### src/rtl/bbb_pkg.sv
package bbb_pkg;
    localparam int BYTE_W  = 8;
    localparam int TAG_W   = 2;
    localparam int PAY_W   = BYTE_W - TAG_W;
    localparam int FADDR_W = 15;
    localparam int BADDR_W = FADDR_W + 1;

    typedef struct packed {
        logic               rnw;
        logic [FADDR_W-1:0] addr;
        logic [BYTE_W-1:0]  data;
    } frame_t;

    typedef enum logic [1:0] {
        A_SLOT0 = 2'd0,
        A_SLOT1 = 2'd1,
        A_SLOT2 = 2'd2,
        A_SLOT3 = 2'd3
    } asm_state_t;

    typedef enum logic [1:0] {
        SQ_IDLE,
        SQ_BUS,
        SQ_REPLY
    } seq_state_t;
endpackage

### src/rtl/bbb_frame_asm.sv
module bbb_frame_asm
    import bbb_pkg::*;
(
    input  logic              clk,
    input  logic              rst_n,
    input  logic [BYTE_W-1:0] rx_data,
    input  logic              rx_valid,
    input  logic              rx_ready,
    output logic              frm_valid,
    output frame_t            frm,
    output logic              frame_err
);
    asm_state_t st, st_nxt;
    logic [TAG_W-1:0] tag;
    logic [PAY_W-1:0] pay;
    logic accept, ld0, ld1, ld2, fire, bad;

    logic       rnw_q;
    logic [4:0] a_hi_q;
    logic [5:0] a_mid_q;
    logic [3:0] a_lo_q;
    logic [1:0] d_hi_q;
    logic [5:0] d_lo_q;

    assign tag    = rx_data[BYTE_W-1 -: TAG_W];
    assign pay    = rx_data[PAY_W-1:0];
    assign accept = rx_valid && rx_ready;

    always_comb begin
        st_nxt = st;
        ld0 = 1'b0; ld1 = 1'b0; ld2 = 1'b0; fire = 1'b0; bad = 1'b0;
        if (accept) begin
            if (tag == 2'd0) begin
                ld0    = 1'b1;
                st_nxt = A_SLOT1;
            end else if (tag == 2'(st)) begin
                unique case (st)
                    A_SLOT1: begin ld1 = 1'b1; st_nxt = A_SLOT2; end
                    A_SLOT2: begin ld2 = 1'b1; st_nxt = A_SLOT3; end
                    A_SLOT3: begin fire = 1'b1; st_nxt = A_SLOT0; end
                    A_SLOT0: st_nxt = A_SLOT1;
                endcase
            end else begin
                bad = 1'b1;
            end
        end
    end

    always_ff @(posedge clk) begin
        if (!rst_n) st <= A_SLOT0;
        else        st <= st_nxt;
    end

    always_ff @(posedge clk) begin
        if (!rst_n) begin
            frm_valid <= 1'b0;
            frame_err <= 1'b0;
            rnw_q   <= 1'b0;
            a_hi_q  <= '0;
            a_mid_q <= '0;
            a_lo_q  <= '0;
            d_hi_q  <= '0;
            d_lo_q  <= '0;
        end else begin
            frm_valid <= fire;
            if (bad) frame_err <= 1'b1;
            if (ld0) begin
                rnw_q  <= pay[5];
                a_hi_q <= pay[4:0];
            end
            if (ld1) a_mid_q <= pay;
            if (ld2) begin
                a_lo_q <= pay[5:2];
                d_hi_q <= pay[1:0];
            end
            if (fire) d_lo_q <= pay;
        end
    end

    assign frm.rnw  = rnw_q;
    assign frm.addr = {a_hi_q, a_mid_q, a_lo_q};
    assign frm.data = {d_hi_q, d_lo_q};

    AST_ERR_STICKY: assert property (@(posedge clk) disable iff (!rst_n)
        frame_err |=> frame_err);
    AST_FRAME_AFTER_TAG3: assert property (@(posedge clk) disable iff (!rst_n)
        frm_valid |-> $past(accept && tag == 2'd3));
endmodule

### src/rtl/bbb_bus_seq.sv
module bbb_bus_seq
    import bbb_pkg::*;
(
    input  logic               clk,
    input  logic               rst_n,
    input  logic               frm_valid,
    input  frame_t             frm,
    input  logic               bus_ack,
    input  logic [BYTE_W-1:0]  bus_rdata,
    input  logic               tx_ready,
    output logic               bus_req,
    output logic               bus_we,
    output logic [BADDR_W-1:0] bus_addr,
    output logic [BYTE_W-1:0]  bus_wdata,
    output logic               tx_valid,
    output logic [BYTE_W-1:0]  tx_data,
    output logic               idle
);
    seq_state_t st, st_nxt;
    logic               rnw_q;
    logic [BADDR_W-1:0] addr_q;
    logic [BYTE_W-1:0]  wdata_q, rdat_q;

    always_comb begin
        st_nxt = st;
        unique case (st)
            SQ_IDLE:  if (frm_valid) st_nxt = SQ_BUS;
            SQ_BUS:   if (bus_ack) st_nxt = rnw_q ? SQ_REPLY : SQ_IDLE;
            SQ_REPLY: if (tx_ready) st_nxt = SQ_IDLE;
            default:  st_nxt = SQ_IDLE;
        endcase
    end

    always_ff @(posedge clk) begin
        if (!rst_n) st <= SQ_IDLE;
        else        st <= st_nxt;
    end

    always_ff @(posedge clk) begin
        if (!rst_n) begin
            rnw_q   <= 1'b0;
            addr_q  <= '0;
            wdata_q <= '0;
            rdat_q  <= '0;
        end else begin
            if (st == SQ_IDLE && frm_valid) begin
                rnw_q   <= frm.rnw;
                addr_q  <= {1'b0, frm.addr};
                wdata_q <= frm.rnw ? '0 : frm.data;
            end
            if (st == SQ_BUS && bus_ack && rnw_q) rdat_q <= bus_rdata;
        end
    end

    always_comb begin
        bus_req   = (st == SQ_BUS);
        tx_valid  = (st == SQ_REPLY);
        idle      = (st == SQ_IDLE);
        bus_we    = !rnw_q;
        bus_addr  = addr_q;
        bus_wdata = wdata_q;
        tx_data   = rdat_q;
    end

    AST_REQ_HOLD: assert property (@(posedge clk) disable iff (!rst_n)
        bus_req && !bus_ack |=> bus_req && $stable(bus_addr));
    AST_TX_HOLD: assert property (@(posedge clk) disable iff (!rst_n)
        tx_valid && !tx_ready |=> tx_valid && $stable(tx_data));
    AST_ONE_CYCLE: assert property (@(posedge clk) disable iff (!rst_n)
        bus_req && bus_ack |=> !bus_req);
endmodule

### src/rtl/byte_bus_bridge.sv
module byte_bus_bridge
    import bbb_pkg::*;
#(
    parameter int VRAM_DEPTH = 1000
) (
    input  logic                clk,
    input  logic                rst_n,
    input  logic [7:0]          rx_data,
    input  logic                rx_valid,
    output logic                rx_ready,
    output logic                bus_req,
    output logic                bus_we,
    output logic [15:0]         bus_addr,
    output logic [7:0]          bus_wdata,
    output logic                bus_vram_sel,
    input  logic [7:0]          bus_rdata,
    input  logic                bus_ack,
    output logic [7:0]          tx_data,
    output logic                tx_valid,
    input  logic                tx_ready,
    output logic                frame_err
);
    logic   frm_valid;
    frame_t frm;
    logic   seq_idle;

    assign rx_ready = seq_idle && !frm_valid;

    bbb_frame_asm u_asm (
        .clk       (clk),
        .rst_n     (rst_n),
        .rx_data   (rx_data),
        .rx_valid  (rx_valid),
        .rx_ready  (rx_ready),
        .frm_valid (frm_valid),
        .frm       (frm),
        .frame_err (frame_err)
    );

    bbb_bus_seq u_seq (
        .clk       (clk),
        .rst_n     (rst_n),
        .frm_valid (frm_valid),
        .frm       (frm),
        .bus_ack   (bus_ack),
        .bus_rdata (bus_rdata),
        .tx_ready  (tx_ready),
        .bus_req   (bus_req),
        .bus_we    (bus_we),
        .bus_addr  (bus_addr),
        .bus_wdata (bus_wdata),
        .tx_valid  (tx_valid),
        .tx_data   (tx_data),
        .idle      (seq_idle)
    );

    assign bus_vram_sel = (32'(bus_addr) < VRAM_DEPTH);

    AST_BUSY_NO_RX: assert property (@(posedge clk) disable iff (!rst_n)
        (bus_req || tx_valid || frm_valid) |-> !rx_ready);
    AST_FRAME_WHEN_IDLE: assert property (@(posedge clk) disable iff (!rst_n)
        frm_valid |=> bus_req);
    AST_ADDR_TOP_ZERO: assert property (@(posedge clk) disable iff (!rst_n)
        bus_req |-> !bus_addr[15]);
endmodule

### config.mk
export PLATFORM = sky130hd
export DESIGN_NAME = byte_bus_bridge
export DESIGN_NICKNAME = d
export VERILOG_FILES = /design/src/rtl/bbb_pkg.sv /design/src/rtl/bbb_frame_asm.sv /design/src/rtl/bbb_bus_seq.sv /design/src/rtl/byte_bus_bridge.sv
export SDC_FILE = /design/constraint.sdc
export NUM_CORES = 1
export LEC_CHECK = 0
export ABC_AREA = 1
export BUFFER_PORTS_ARGS = -buffer_cell sky130_fd_sc_hd__clkbuf_2
export CAP_MARGIN = 25
export CORE_AREA = 2 2 75 77
export CTS_CLUSTER_DIAMETER = 100
export DETAILED_ROUTE_END_ITERATION = 10
export DIE_AREA = 0 0 77 79
export GPL_TIMING_DRIVEN = 0
export PLACE_DENSITY_LB_ADDON = 0.2
export SLEW_MARGIN = 25
export SYNTH_ARGS = -nofsm -noshare
export SYNTH_HDL_FRONTEND = slang
export SYNTH_SLANG_ARGS = --single-unit
### constraint.sdc
create_clock -name clk -period 1.4 [get_ports clk]
set_input_delay 0.14 -clock clk [delete_from_list [all_inputs] [get_ports clk]]
set_output_delay 0.14 -clock clk [all_outputs]
set_load 0.02 [all_outputs]
Word-level counts from Yosys, hierarchy flattened

Index checks and enable logic that the tools add are counted.

Add/sub/neg operators: 0
Multipliers: 0
Div/mod/pow operators: 0
Magnitude comparators: 1
Eq/ne operators: 9
Shift-type cells: 0
Muxes and demuxes: 26
Bitwise logic cells: 0
Reduce and logical (&&, ||, !) cells: 13

Operators by type and width:

| kind                                                 | count |
|---|---|
| 2-to-1 mux 1 bit                                     | 17 |
| < comparator 15 x 10 -> 1 bit, second input constant | 1 |
| 2-to-1 mux 2 bit                                     | 6 |
| 2-to-1 mux 8 bit                                     | 1 |
| one-hot mux 2 bit (4 select lines)                   | 1 |
| == test 2 bit, second input constant                 | 3 |
| zero test 2 bit                                      | 3 |
| != test 2 x 1 -> 1 bit, second input constant        | 3 |
| one-hot mux 2 bit (3 select lines)                   | 1 |
| logical AND 1 bit                                    | 5 |
| == test 2 x 1 -> 1 bit, second input constant        | 2 |
| AND reduction 3 bit                                  | 1 |
| == test 2 bit                                        | 1 |
| zero test 1 bit                                      | 2 |
| AND reduction 2 bit                                  | 1 |
| nonzero test 2 bit                                   | 1 |

Register bits: 62
Bits in latches: 0
RAM bits: 0
ROM bits: 0
Bits of input ports: 21
Output and inout port bits: 38
Word-level logic and storage cells: 63
Memories kept: 0

Logic depth before layout (Yosys ltp)

Gate-level depths: netlist of run 1.

Depth in word-level cells: 5
Mapped depth: 9
Gate-level depth less buffers: 8

Modules after synthesis

Synthesis of run 1 repeated with hierarchy kept, for this count alone.

Cells, all modules: 359
Area total of the unflattened synthesis: 2621.3 um^2

By module, submodules not included:

| module          | times used | cells each | area an instance (um^2) | sequential area each (um^2) |
|---|---|---|---|---|
| bbb_bus_seq     | 1          | 175        | 1302.5                  | 680.7 |
| bbb_frame_asm   | 1          | 169        | 1257.5                  | 560.5 |
| byte_bus_bridge | 1          | 15         | 61.3                    | 0.0 |

Worst setup path after synthesis of run 1

Ideal clock, no wire load.

Kind: register to register
From: register u_seq.st[0]
To: register u_seq.rdat_q[0] (netlist: u_seq.tx_data[0])
Setup time: 0.064 ns
Arrival: 1.299 ns
Data required time: 1.336 ns
Setup slack: 0.037 ns
Cell stages (with the launch flop): 7
Path buffers: 0
Clock period less this slack: 1.363 ns
Cells stage by stage: dfxtp_1 > inv_1 > nor2_1 > nand3_2 > inv_1 > nor2_1 > nor2_1

Cells in the longest elaborated chain, start to end: 3

Ends and longest elaborated chain:

| what                           | line                  | source |
|---|---|---|
| start: declaration             | bbb_bus_seq.sv:19     | `seq_state_t st, st_nxt;` |
| start signal: assignment       | bbb_bus_seq.sv:36     | `else st <= st_nxt;` |
| == test 2 x 1 -> 1 bit         | --                    |  |
| via bus_req                    | byte_bus_bridge.sv:11 | `output logic bus_req,` |
| logical AND 1 bit (2 in a row) | bbb_bus_seq.sv:51     | `if (st == SQ_BUS && bus_ack && rnw_q) rdat_q <= bus_rdata;` |
| end signal: assignment         | bbb_bus_seq.sv:51     |  |
| end: declaration               | bbb_bus_seq.sv:22     | `logic [BYTE_W-1:0] wdata_q, rdat_q;` |

The timed path passes the listed nets, and every way through them passes these cells.
A chain may end at the register's enable or synchronous reset.

Worst setup path after layout of run 1

From: register u_seq.st[0]
To: register u_asm.d_lo_q[4]

Cells in the longest elaborated chain, start to end: 4

Ends and longest elaborated chain:

| what                   | line                  | source |
|---|---|---|
| zero test 2 bit        | bbb_bus_seq.sv:58     | `idle = (st == SQ_IDLE);` |
| logical AND 1 bit      | byte_bus_bridge.sv:27 | `assign rx_ready = seq_idle && !frm_valid;` |
| logical AND 1 bit      | bbb_frame_asm.sv:27   | `assign accept = rx_valid && rx_ready;` |
| 2-to-1 mux 1 bit       | bbb_frame_asm.sv:32   | `if (accept) begin` |
| end signal: assignment | bbb_frame_asm.sv:76   | `if (fire) d_lo_q <= pay;` |
| end: declaration       | bbb_frame_asm.sv:23   | `logic [5:0] d_lo_q;` |

No other way between the ends.

==> impl_results.md, run 1 <==
- Critical path buffers and inverters: 1
- Static Leak: around 1.5 nW
- Delay of the slowest critical-path stage: 0.34 ns
- Via count of the first global-routing pass: 2030
- Number of I/O pins: 59
- Remaining design rule violation count: 0
- Overflow left after global routing: 0
- H-tree levels: 3
- Slew headroom: 64.8%
- Maximum operating frequency: 0.737 GHz
- Number of setup violations in the final report: 0
- Mean instance size in the synthesized netlist: 7.33 sq um
- Overall die height: approximately 79 um
- Slew Viols, Final: 0
- VDD IR max: slightly below 0.6 mV
- Worst Clk Skew: 0.00394 ns
- Buffer cell driving the clock tree root: clkbuf_8
- Buffer levels on the longest clock path: 2
- Core outline area: 5340 sq um
- Crit path kind: flop to flop
- Post-synthesis async set-or-reset flop share: 0%
- Area Growth Syn to Fin: 27.0%
- Endpoint with the worst hold slack: u_seq.tx_data[2]
- Antenna Nets Post-Route: 0
- Number of enable-type register cells in the synthesized netlist: 0
- Most frequent standard cell in the layout excluding fill and tap cells: nor2_1
- Cell count after synthesis: 347
- TritonCTS clock tree: done
- Violation count after the first detailed-route iteration: 87
- Layout cells sized above 1: 28.0%
- Die area: 6080 sq um
- Setup crit start kind: flop
- Pin count of the biggest net entering global routing: 11
- Final estimated routing congestion in global placement: 0.819
- Global-route wire length before repair: around 9000 um
- Flip-flop and latch count after synthesis: 62
- Global-route total usage across every layer: between 10% and 20%
- Initial antenna violation count: 0
- Final Hold Viols: 0
- Crit end category: flop
- R2R Path End: u_asm.d_lo_q[4]
- Detailed-placement wirelength estimate: 4120 um
- CP delay by family, top: simple AND/OR/NAND/NOR gates
- Non-Filler Instances: between 400 and 500
- Number of nets produced by synthesis: 372
- Worst slack after detailed placement: 0.00732 ns
- Top fanout value on the critical path: 7
- Setup slack after layout: 0.0437 ns
- Total of hold buffers inserted after clock tree synthesis: 0
- Ordered cell list for the critical path: nor2_4 -> nand2_4 -> nor2_8 -> nand3_4 -> clkbuf_16 -> nand2_2 -> nand2_1 -> nor2_1
- Crit Reg-Reg Startpoint: u_seq.st[0]
- Ratio of final minimum period to clock period: between 90% and 100%
- Vias per Instance: 4.72
- Commonest cells after routing, fill and taps aside: nor2_1, dfxtp_1, clkbuf_2, nand2_1, inv_1
- Post-detailed-routing wire length: 5680 um
- Worst Max-Slew Pin Slew: 0.527 ns
- Number of stages on the worst hold path: 3
- Cell count after placement: 476
- Final #Nets: 444
- Number of buffer cells added on primary ports: 57
- Post-CTS clock slew at the launch and capture registers of the worst setup and hold paths: around 0.06 ns
- Filler cell count in the final layout: just over 500
- X dimension of the die: 77 um
- Worst-case register-to-register setup slack: 0.04 ns
- Library cell occupying the most area in the post-synthesis netlist: dfxtp_1
- Slowest cell on crit path: dfxtp_2
- Post-synth cell types: 25
- Area of the mapped netlist: 2540 sq um
- Starting density of the core: 47.7%
- Hold Path Class: input port to flop
- Share of the yosys chip area belonging to registers: 48.8%
- Power density normalized to cell area: 1020 nW/um^2
- Worst Hold Launch: bus_rdata[2]
- Routed wire length per instance: between 10 and 15 um
- Clock latency of the later-clocked register in the worst-skew pair: roughly 0.34 ns
- Post-synth top area share: 48.8%
- Result of the run: finished clean
- TritonCTS Buffers: 9
- Setup repair after global routing missed its margin: true
- Count of maximum capacitance violations: 0
- DR vias: about 2300
- Worst reg-to-reg path cell count: 8
- Number of sinks handled by clock tree synthesis: 62
- Required arrival time at the worst endpoint: 1.68 ns
- Worst Path Arrival: between 1.5 and 2 ns
- Primary flip-flop cell chosen by synthesis mapping: dfxtp_1
- Syn. warnings: 0
- Std cell rows: 27
- TritonRoute pass-1 iters: 4
- Largest cells by area after synthesis: dfxtp_1, nor2_1, nand2_1, o21ai_0, inv_1
- N_diodes: 0
- Min cycle time layout: 1.36 ns
[registers in the layout, summed over array words and instances, names as in the netlist, 2 cells and up]
| name | count |
|---|---|
| u_asm.d_lo_q | 6 |
| u_seq.tx_data | 8 |
| u_seq.bus_addr | 15 |
| u_seq.bus_wdata | 8 |
| u_asm.st | 2 |
| u_asm.d_hi_q | 2 |
| u_asm.a_lo_q | 4 |
| u_asm.a_hi_q | 5 |
| u_seq.st | 2 |
| u_asm.a_mid_q | 6 |
[cells by family after synthesis]
kind of cell | share of synthesized area, %
AOI/OAI and AO/OA | 11.6
adders and majority gates | 1.97
buffers and inverters | 9.25
DFF | 48.8
other | 0.147
and+or+nand+nor | 28.2
[synth_stat cells, types with 2 or more instances]
cell type and number:
clkbuf_1 5, nand3_1 11, nand3_2 4, buf_2 5, nor3_1 2, inv_1 37, nand2_1 61, buf_6 3
nand2_2 5, inv_2 2, dfxtp_1 62, o21ai_0 30, nor2_1 82, ha_1 4, a21oi_1 24
[worst min-delay path, cell delays in order]
cell	delay (ns)
clkbuf_2	0.07
o21ai_0	0.07
nor2_1	0.07
[report_power, final]
part           switching, W  internal, W  total (W)
Clock              0.000636     0.000665    0.00130
Combinational      0.000136    0.0000760   0.000212
Sequential        0.0000127      0.00178    0.00179
Total              0.000785      0.00252    0.00331
[per-stage QoR]
| stage | utilization (%) | hold slack [ns] | TNS [ns] | total power [W] | instance area, sq um |
|---|---|---|---|---|---|
| floorplan | - | 0.275 | 0 | 0.00195 | 2540 |
| detailed placement | 54.7 | 0.401 | 0 | 0.00203 | 2920 |
| global route | 60.5 | 0.0919 | -0.152 | 0.00344 | 3230 |
| CTS | 57.7 | 0.0513 | 0 | 0.00331 | 3080 |
| global placement | 54.7 | 0.396 | 0 | 0.00202 | 2920 |
| finish | 60.5 | 0.0520 | 0 | 0.00331 | 3230 |
[worst max-delay path by stage]
stage / start / to / slack, ns / cells past startpoint
3_3_place_gp: u_asm.st[0] / u_asm.d_lo_q[4] / 0.03 / 8
6_report: u_seq.st[0] / u_asm.d_lo_q[4] / 0.04 / 8
5_1_grt: u_seq.st[0] / u_asm.st[1] / -0.04 / 7
3_5_place_dp: u_seq.st[1] / u_seq.bus_wdata[3] / 0.007 / 6
4_1_cts: u_asm.st[1] / u_asm.d_lo_q[3] / 0.03 / 9
2_1_floorplan: u_seq.st[0] / u_seq.tx_data[0] / 0.04 / 6
[area by class of cell]
class | instances | area, sq um | area share, %
inverters | 40 | 159 | 4.92
well taps | 72 | 90.1 | 2.79
clock buffers | 12 | 145 | 4.49
flip-flops and latches | 62 | 1250 | 38.7
plain buffers | 14 | 91.3 | 2.83
multi-input cells | 231 | 1140 | 35.4
clock inverters | 2 | 10.0 | 0.310
repair buffers | 61 | 339 | 10.5
[per-layer routing]
metal	track usage (%)	share of wire [%]	wire length [um]	vias up
li1	-	-	-	1222
met1	24.2	45	2570	1042
met2	31.2	47	2650	59
met3	5.68	6.7	378	8
met4	9.64	1.4	77	0
met5	0	0	0	-
[repair_timing]
item                                   in CTS  in global routing
gates resized for setup                     3                 37
buffers inserted                            0                  3
pin swaps                                   0                  8
setup endpoints to repair                   6                 44
gates cloned                                0                  1
endpoints found under the hold margin       0                  0
(Power assumes the default switching activity.)
==> run 2: changes to the inputs <==
--- a/config.mk
+++ b/config.mk
@@ -12,7 +12,7 @@
 export CTS_CLUSTER_DIAMETER = 100
 export DETAILED_ROUTE_END_ITERATION = 10
 export DIE_AREA = 0 0 77 79
-export GPL_TIMING_DRIVEN = 0
+export GPL_TIMING_DRIVEN = 1
 export PLACE_DENSITY_LB_ADDON = 0.2
 export SLEW_MARGIN = 25
 export SYNTH_ARGS = -nofsm -noshare
==> run 2 against run 1 <==
Net effect: power grew 8.8%; highest routed layer unchanged; via count down 4.6%; design area fell by 2.8%; critical path depth is 5 lower; non-clock buffer count shrank 10; sequential share of layout area is 0.99 points higher; sequential power is essentially flat.
==> impl_results.md, run 2 (same netlist as run 1, synthesis figures left out) <==
- Result of the run: finished clean
- Initial antenna violation count: 0 (unchanged)
- TritonCTS clock tree: done
- Largest register FFs: 15 (unchanged)
- Post-detailed-routing wire length: 5300 um (-6.8%)
- Core outline area: 5340 sq um (unchanged)
- Detailed-placement wirelength estimate: 3860 um (-6.4%)
- Commonest cells after routing, fill and taps aside: nor2_1, nand2_1, dfxtp_1, clkbuf_2, inv_1
- First element of the critical path: u_seq.bus_addr[5]
- Routed met1 length: 2610 um (+1.6%)
- Hold Path Class: input port to flop
- Starting density of the core: 47.7% (unchanged)
- Total of hold buffers inserted after clock tree synthesis: 0 (unchanged)
- H-tree levels: 3 (unchanged)
- Ordered cell list for the critical path: o211ai_1 -> o211a_1 -> buf_4
- Crit end category: output pin
- Internal power consumption: 0.00277 W (+9.8%)
- Setup repair after global routing missed its margin: true
- Global-route wire length before repair: 9240 um (+0.61%)
- Crit path kind: flop to output pin
- N_diodes: 0 (unchanged)
- Required arrival time at the worst endpoint: 1.26 ns (-0.42 ns)
- Buffer cell driving the clock tree root: clkbuf_8
- Static Leak: 1.49 nW (-1.1%)
- Reg power frac: 49.8% (-4.4 points)
- DR vias: 2223 (-4.6%)
- Number of setup violations in the final report: 0 (unchanged)
- Routed wire length per instance: 10.9 um (-5.2%)
- Cell count after placement: 469 (-1.5%)
- Metal2 WL: 2350 um (-12%)
- CP delay by family, top: flip-flops
- Power density normalized to cell area: 1150 nW/um^2 (+12%)
- Filler cell count in the final layout: 534 (+3.1%)
- Top fanout value on the critical path: 3 (-4)
- Setup TNS Final: 0 ns (unchanged)
- Die area: 6080 sq um (unchanged)
- Crit Reg-Reg Startpoint: u_asm.st[1]
- Min cycle time layout: 1.32 ns (-0.0362 ns)
- Vias per Instance: 4.57 (-3.1%)
- Overall die height: 79 um (unchanged)
- Non-Filler Instances: 486 (-1.6%)
- Overflow left after global routing: 0 (unchanged)
- Max layer used: met4
- Critical path buffers and inverters: 1 (unchanged)
- Slew Viols, Final: 0 (unchanged)
- TritonCTS Buffers: 9 (unchanged)
- Delay of the slowest critical-path stage: 0.36 ns (+0.02 ns)
- Ratio of final minimum period to clock period: 94.3% (-2.6 points)
- Violation count after the first detailed-route iteration: 106 (+22%)
- Layout cells sized above 1: 24.6% (-3.3 points)
- Buffer levels on the longest clock path: 2 (unchanged)
- Clock share of power: 44.6% (+5.3 points)
- Maximum operating frequency: 0.757 GHz (+2.7%)
- Clock latency of the later-clocked register in the worst-skew pair: 0.33 ns (about the same)
- Met3 WL post-DR: 259 um (-31%)
- Antenna Nets Post-Route: 0 (unchanged)
- Worst Hold Launch: bus_rdata[2]
- Final #Nets: 434 (-2.3%)
- Area Growth Syn to Fin: 23.5%
- VDD IR max: 0.682 mV (+14%)
- Setup slack after layout: 0.0799 ns (+0.0362 ns)
- Number of buffer cells added on primary ports: 57 (unchanged)
- Number of sinks handled by clock tree synthesis: 62 (unchanged)
- Slowest cell on crit path: dfxtp_1
- Via count of the first global-routing pass: 2059 (+1.4%)
- Number of I/O pins: 59 (unchanged)
- Final Hold Viols: 0 (unchanged)
- Most frequent standard cell in the layout excluding fill and tap cells: nor2_1
- Remaining design rule violation count: 0 (unchanged)
- Post-CTS clock slew at the launch and capture registers of the worst setup and hold paths: 0.07 ns (about the same)
- Net switching power of the design: 0.000827 W (+5.4%)
- Pin count of the biggest net entering global routing: 28 (+17)
- Portion of total power attributed to combinational logic: 5.5% (-0.9 points)
- Worst Path Arrival: 1.18 ns (-0.46 ns)
- Count of maximum capacitance violations: 0 (unchanged)
- Worst slack after detailed placement: 0.00641 ns (-0.000906 ns)
- Final estimated routing congestion in global placement: 0.864 (+5.4%)
- Setup crit start kind: flop
- TritonRoute pass-1 iters: 4 (unchanged)
- Share of total power consumed by net switching: 23.0% (-0.73 points)
- Worst Clk Skew: 0.00669 ns (+0.00275 ns)
- Global-route total usage across every layer: 19.2% (-0.38 points)
- X dimension of the die: 77 um (unchanged)
- Std cell rows: 27 (unchanged)
run 2: cell count changes in the layout (fill, tap and decap cells not counted), moves of 3 or more:
cell	before	now
clkbuf_1	7	0
nor2_1	74	81
nand2_1	55	61
buf_4	4	9
nand2_2	10	5
nor2_2	7	2
buf_2	4	1
buf_6	3	0
run 2: cell type report:
cell class	instances	area, sq um	area share, %
clock buffer	11	151	4.82
clock inverter	5	56.3	1.79
inverter	40	150	4.78
multi-input combinational	231	1100	34.9
sequential	62	1250	39.7
tap	72	90.1	2.87
timing repair buffer	65	348	11.1
run 2: repair_timing:
item,4_1_cts,5_1_grt
gates cloned,0,0
resized for setup,2,13
buffers inserted,0,1
pin swaps,0,6
setup endpoints to repair,6,29
run 2: worst paths after layout:
path                                    endpoint  slack [ns]  cells after the start
worst min register to register   u_asm.frame_err        0.45                      2
worst max-delay path                bus_vram_sel        0.08                      3
worst min-delay path            u_seq.tx_data[2]        0.06                      3
worst max register to register  u_asm.a_mid_q[3]        0.11                      8
run 2: worst min-delay path: cells and delay by family:
family                 cells  cell delay, ns
buffers and inverters      1            0.07
AO/OA/AOI/OAI              1            0.07
AND/OR/NAND/NOR            1            0.08
run 2: power by group through the flow:
stage / clock network (W) / logic (W) / registers, W
floorplan: 0 / 0.000117 / 0.00183
global placement: 0 / 0.000188 / 0.00183
detailed placement: 0 / 0.000189 / 0.00183
CTS: 0.00165 / 0.000192 / 0.00179
global route: 0.00173 / 0.000226 / 0.00179
finish: 0.00161 / 0.000200 / 0.00179
run 2: metal layers:
metal  vias to the layer above  global-route usage (%)
li1                       1199                       -
met2                        51                    29.9
met3                         8                    5.34
met1                       965                    24.9
met5                         -                       0
met4                         0                    8.57
run 2: through the flow:
stage               total power, W  util (%)  instance area, sq um  hold slack (ns)
finish                     0.00360      58.8                  3140           0.0609
global route               0.00375      58.8                  3140           0.0880
CTS                        0.00364      58.2                  3110           0.0596
detailed placement         0.00202      54.1                  2890            0.407
global placement           0.00202      54.1                  2890            0.395
floorplan                  0.00195         -                  2540            0.275
==> run 3: changes to the inputs <==
--- a/config.mk
+++ b/config.mk
@@ -14,6 +14,7 @@
 export DIE_AREA = 0 0 77 79
 export GPL_TIMING_DRIVEN = 1
 export PLACE_DENSITY_LB_ADDON = 0.2
+export RECOVER_POWER = 50
 export SLEW_MARGIN = 25
 export SYNTH_ARGS = -nofsm -noshare
 export SYNTH_HDL_FRONTEND = slang
==> run 3 against run 2 <==
Net effect: flip-flop and latch count unchanged; via count about the same; fmax fell by 0.21%; clock skew is 0.00057 ns lower; power barely moved; first-iteration DRC count fell by 17%; critical path type unchanged; critical endpoint unchanged.
==> impl_results.md, run 3 (same netlist as run 1, synthesis figures left out) <==
- Worst Path Arrival: 1.18 ns (about the same)
- Min cycle time layout: 1.32 ns (+0.00274 ns)
- Number of sinks handled by clock tree synthesis: 62 (unchanged)
- Vias per Instance: 4.57 (about the same)
- Global-route total usage across every layer: 19.2% (unchanged)
- Crit path kind: flop to output pin
- Number of stages on the worst hold path: 3 (unchanged)
- Maximum operating frequency: 0.756 GHz (-0.21%)
- Met3 WL post-DR: 267 um (+3.1%)
- Power density normalized to cell area: 1160 nW/um^2 (+1.4%)
- Cell count after placement: 469 (unchanged)
- Metal2 WL: 2340 um (-0.43%)
- Endpoint with the worst hold slack: u_seq.tx_data[2]
- Buffer levels on the longest clock path: 2 (unchanged)
- Ratio of final minimum period to clock period: 94.5% (+0.20 points)
- X dimension of the die: 77 um (unchanged)
- Setup crit start kind: flop
- Top fanout value on the critical path: 3 (unchanged)
- Static Leak: 1.37 nW (-7.7%)
- Std cell rows: 27 (unchanged)
- Core outline area: 5340 sq um (unchanged)
- Number of buffer cells added on primary ports: 57 (unchanged)
- Via count of the first global-routing pass: 2059 (unchanged)
- Overall die height: 79 um (unchanged)
- Layout cells sized above 1: 16.7% (-8.0 points)
- Slew Viols, Final: 0 (unchanged)
- Detailed-placement wirelength estimate: 3860 um (unchanged)
- TritonRoute pass-1 iters: 4 (unchanged)
- R2R Path End: u_asm.a_mid_q[3]
- Largest register FFs: 15 (unchanged)
- Number of setup violations in the final report: 0 (unchanged)
- TritonCTS clock tree: done
- Worst Hold Launch: bus_rdata[2]
- Starting density of the core: 47.7% (unchanged)
- Global-route wire length before repair: 9240 um (unchanged)
- Post-Place Cell Area: 2890 sq um (unchanged)
- Required arrival time at the worst endpoint: 1.26 ns (about the same)
- Crit end category: output pin
- Hold Path Class: input port to flop
- Worst-case register-to-register setup slack: 0.12 ns (about the same)
- N_diodes: 0 (unchanged)
- Worst Clk Skew: 0.00613 ns (-0.000567 ns)
- TritonCTS Buffers: 9 (unchanged)
- Routed wire length per instance: 10.9 um (+0.36%)
- Final Hold Viols: 0 (unchanged)
- H-tree levels: 3 (unchanged)
- Final #Nets: 434 (unchanged)
- Pin count of the biggest net entering global routing: 28 (unchanged)
- Most frequent standard cell in the layout excluding fill and tap cells: nor2_1
- Count of maximum capacitance violations: 0 (unchanged)
- VDD IR max: 0.684 mV (+0.30%)
- Antenna Nets Post-Route: 0 (unchanged)
- DR vias: 2221 (-0.090%)
- Non-Filler Instances: 486 (unchanged)
- Share of the core filled with cells in the final layout: 58.0% (-0.82 points)
- Overflow left after global routing: 0 (unchanged)
- Worst reg-to-reg path cell count: 8 (unchanged)
- Commonest cells after routing, fill and taps aside: nor2_1, nand2_1, dfxtp_1, inv_1, clkbuf_1
- Ordered cell list for the critical path: nor3_2 -> o211a_1 -> buf_4
- Area of all placed cells without fillers: 3100 sq um (-1.4%)
- Remaining design rule violation count: 0 (unchanged)
- Slowest cell on crit path: dfxtp_1
- Die area: 6080 sq um (unchanged)
- Clock latency of the later-clocked register in the worst-skew pair: 0.33 ns (about the same)
- Buffer cell driving the clock tree root: clkbuf_8
- Delay of the slowest critical-path stage: 0.34 ns (-0.02 ns)
- Final estimated routing congestion in global placement: 0.864 (unchanged)
- Max layer used: met4
- Area Growth Syn to Fin: 21.7%
- Result of the run: finished clean
- Routed met1 length: 2610 um (about the same)
- Crit Reg-Reg Startpoint: u_asm.st[1]
- Initial antenna violation count: 0 (unchanged)
- Post-CTS clock slew at the launch and capture registers of the worst setup and hold paths: 0.07 ns (about the same)
- Number of I/O pins: 59 (unchanged)
- Final total power: 0.00360 W (about the same)
- Violation count after the first detailed-route iteration: 88 (-17%)
- Post-detailed-routing wire length: 5320 um (+0.36%)
- Setup repair after global routing missed its margin: true
## run 3: changes by cell type in the layout (fill, tap and decap cells not counted), sizes merged
cell,before,now
clkbuf,66,67
buf,10,9
## run 3: metrics by stage
step           hold WS (ns)  worst slack [ns]  TNS, ns
4_1_cts              0.0596           0.00162        0
6_report             0.0625            0.0771        0
3_5_place_dp          0.407           0.00641        0
3_3_place_gp          0.395            0.0421        0
2_1_floorplan         0.275            0.0370        0
5_1_grt              0.0880           -0.0317   -0.128
## run 3: timing repair
item | 4_1_cts | 5_1_grt
setup endpoints to repair | 6 | 29
pin swaps | 0 | 6
setup buffers | 0 | 1
resized for setup | 2 | 13
hold buffers | 0 | 0
## run 3: layout make-up
| cell class | count | area, sq um |
|---|---|---|
| clock buffer | 11 | 151 |
| clock inverter | 5 | 56.3 |
| fill | 552 | 2240 |
| inverter | 40 | 150 |
| multi-input combinational | 231 | 1100 |
| sequential | 62 | 1250 |
| tap | 72 | 90.1 |
| timing repair buffer | 65 | 304 |
## run 3: worst max path at each step
stage                             startpoint          endpoint  slack (ns)  cells after the start
after detailed placement         u_asm.st[0]   u_asm.d_lo_q[1]       0.006                      7
after floorplan                  u_seq.st[0]  u_seq.tx_data[0]        0.04                      6
after global routing             u_seq.st[0]   u_asm.d_lo_q[4]       -0.03                      6
after CTS                        u_asm.st[0]   u_asm.d_hi_q[0]       0.002                      7
after global placement           u_asm.st[1]   u_asm.d_lo_q[4]        0.04                      6
final                     u_seq.bus_addr[12]      bus_vram_sel        0.08                      3
## run 3: power by group
group / switching [W] / internal [W]
Combinational: 0.000128 / 0.0000701
Clock: 0.000690 / 0.000919
Sequential: 0.0000107 / 0.00178
Total: 0.000829 / 0.00277
## run 3: routing by layer
layer | vias to the layer above | global-route usage [%]
li1 | 1197 | -
met1 | 960 | 24.9
met2 | 53 | 29.9
met5 | - | 0
met3 | 11 | 5.34
met4 | 0 | 8.57
## run 3: critical path, delay by kind of cell (launching register included)
kind                   cells  cell delay [ns]
DFF                        1             0.34
and+or+nand+nor            1             0.22
AOI/OAI and AO/OA          1             0.17
buffers and inverters      1             0.13
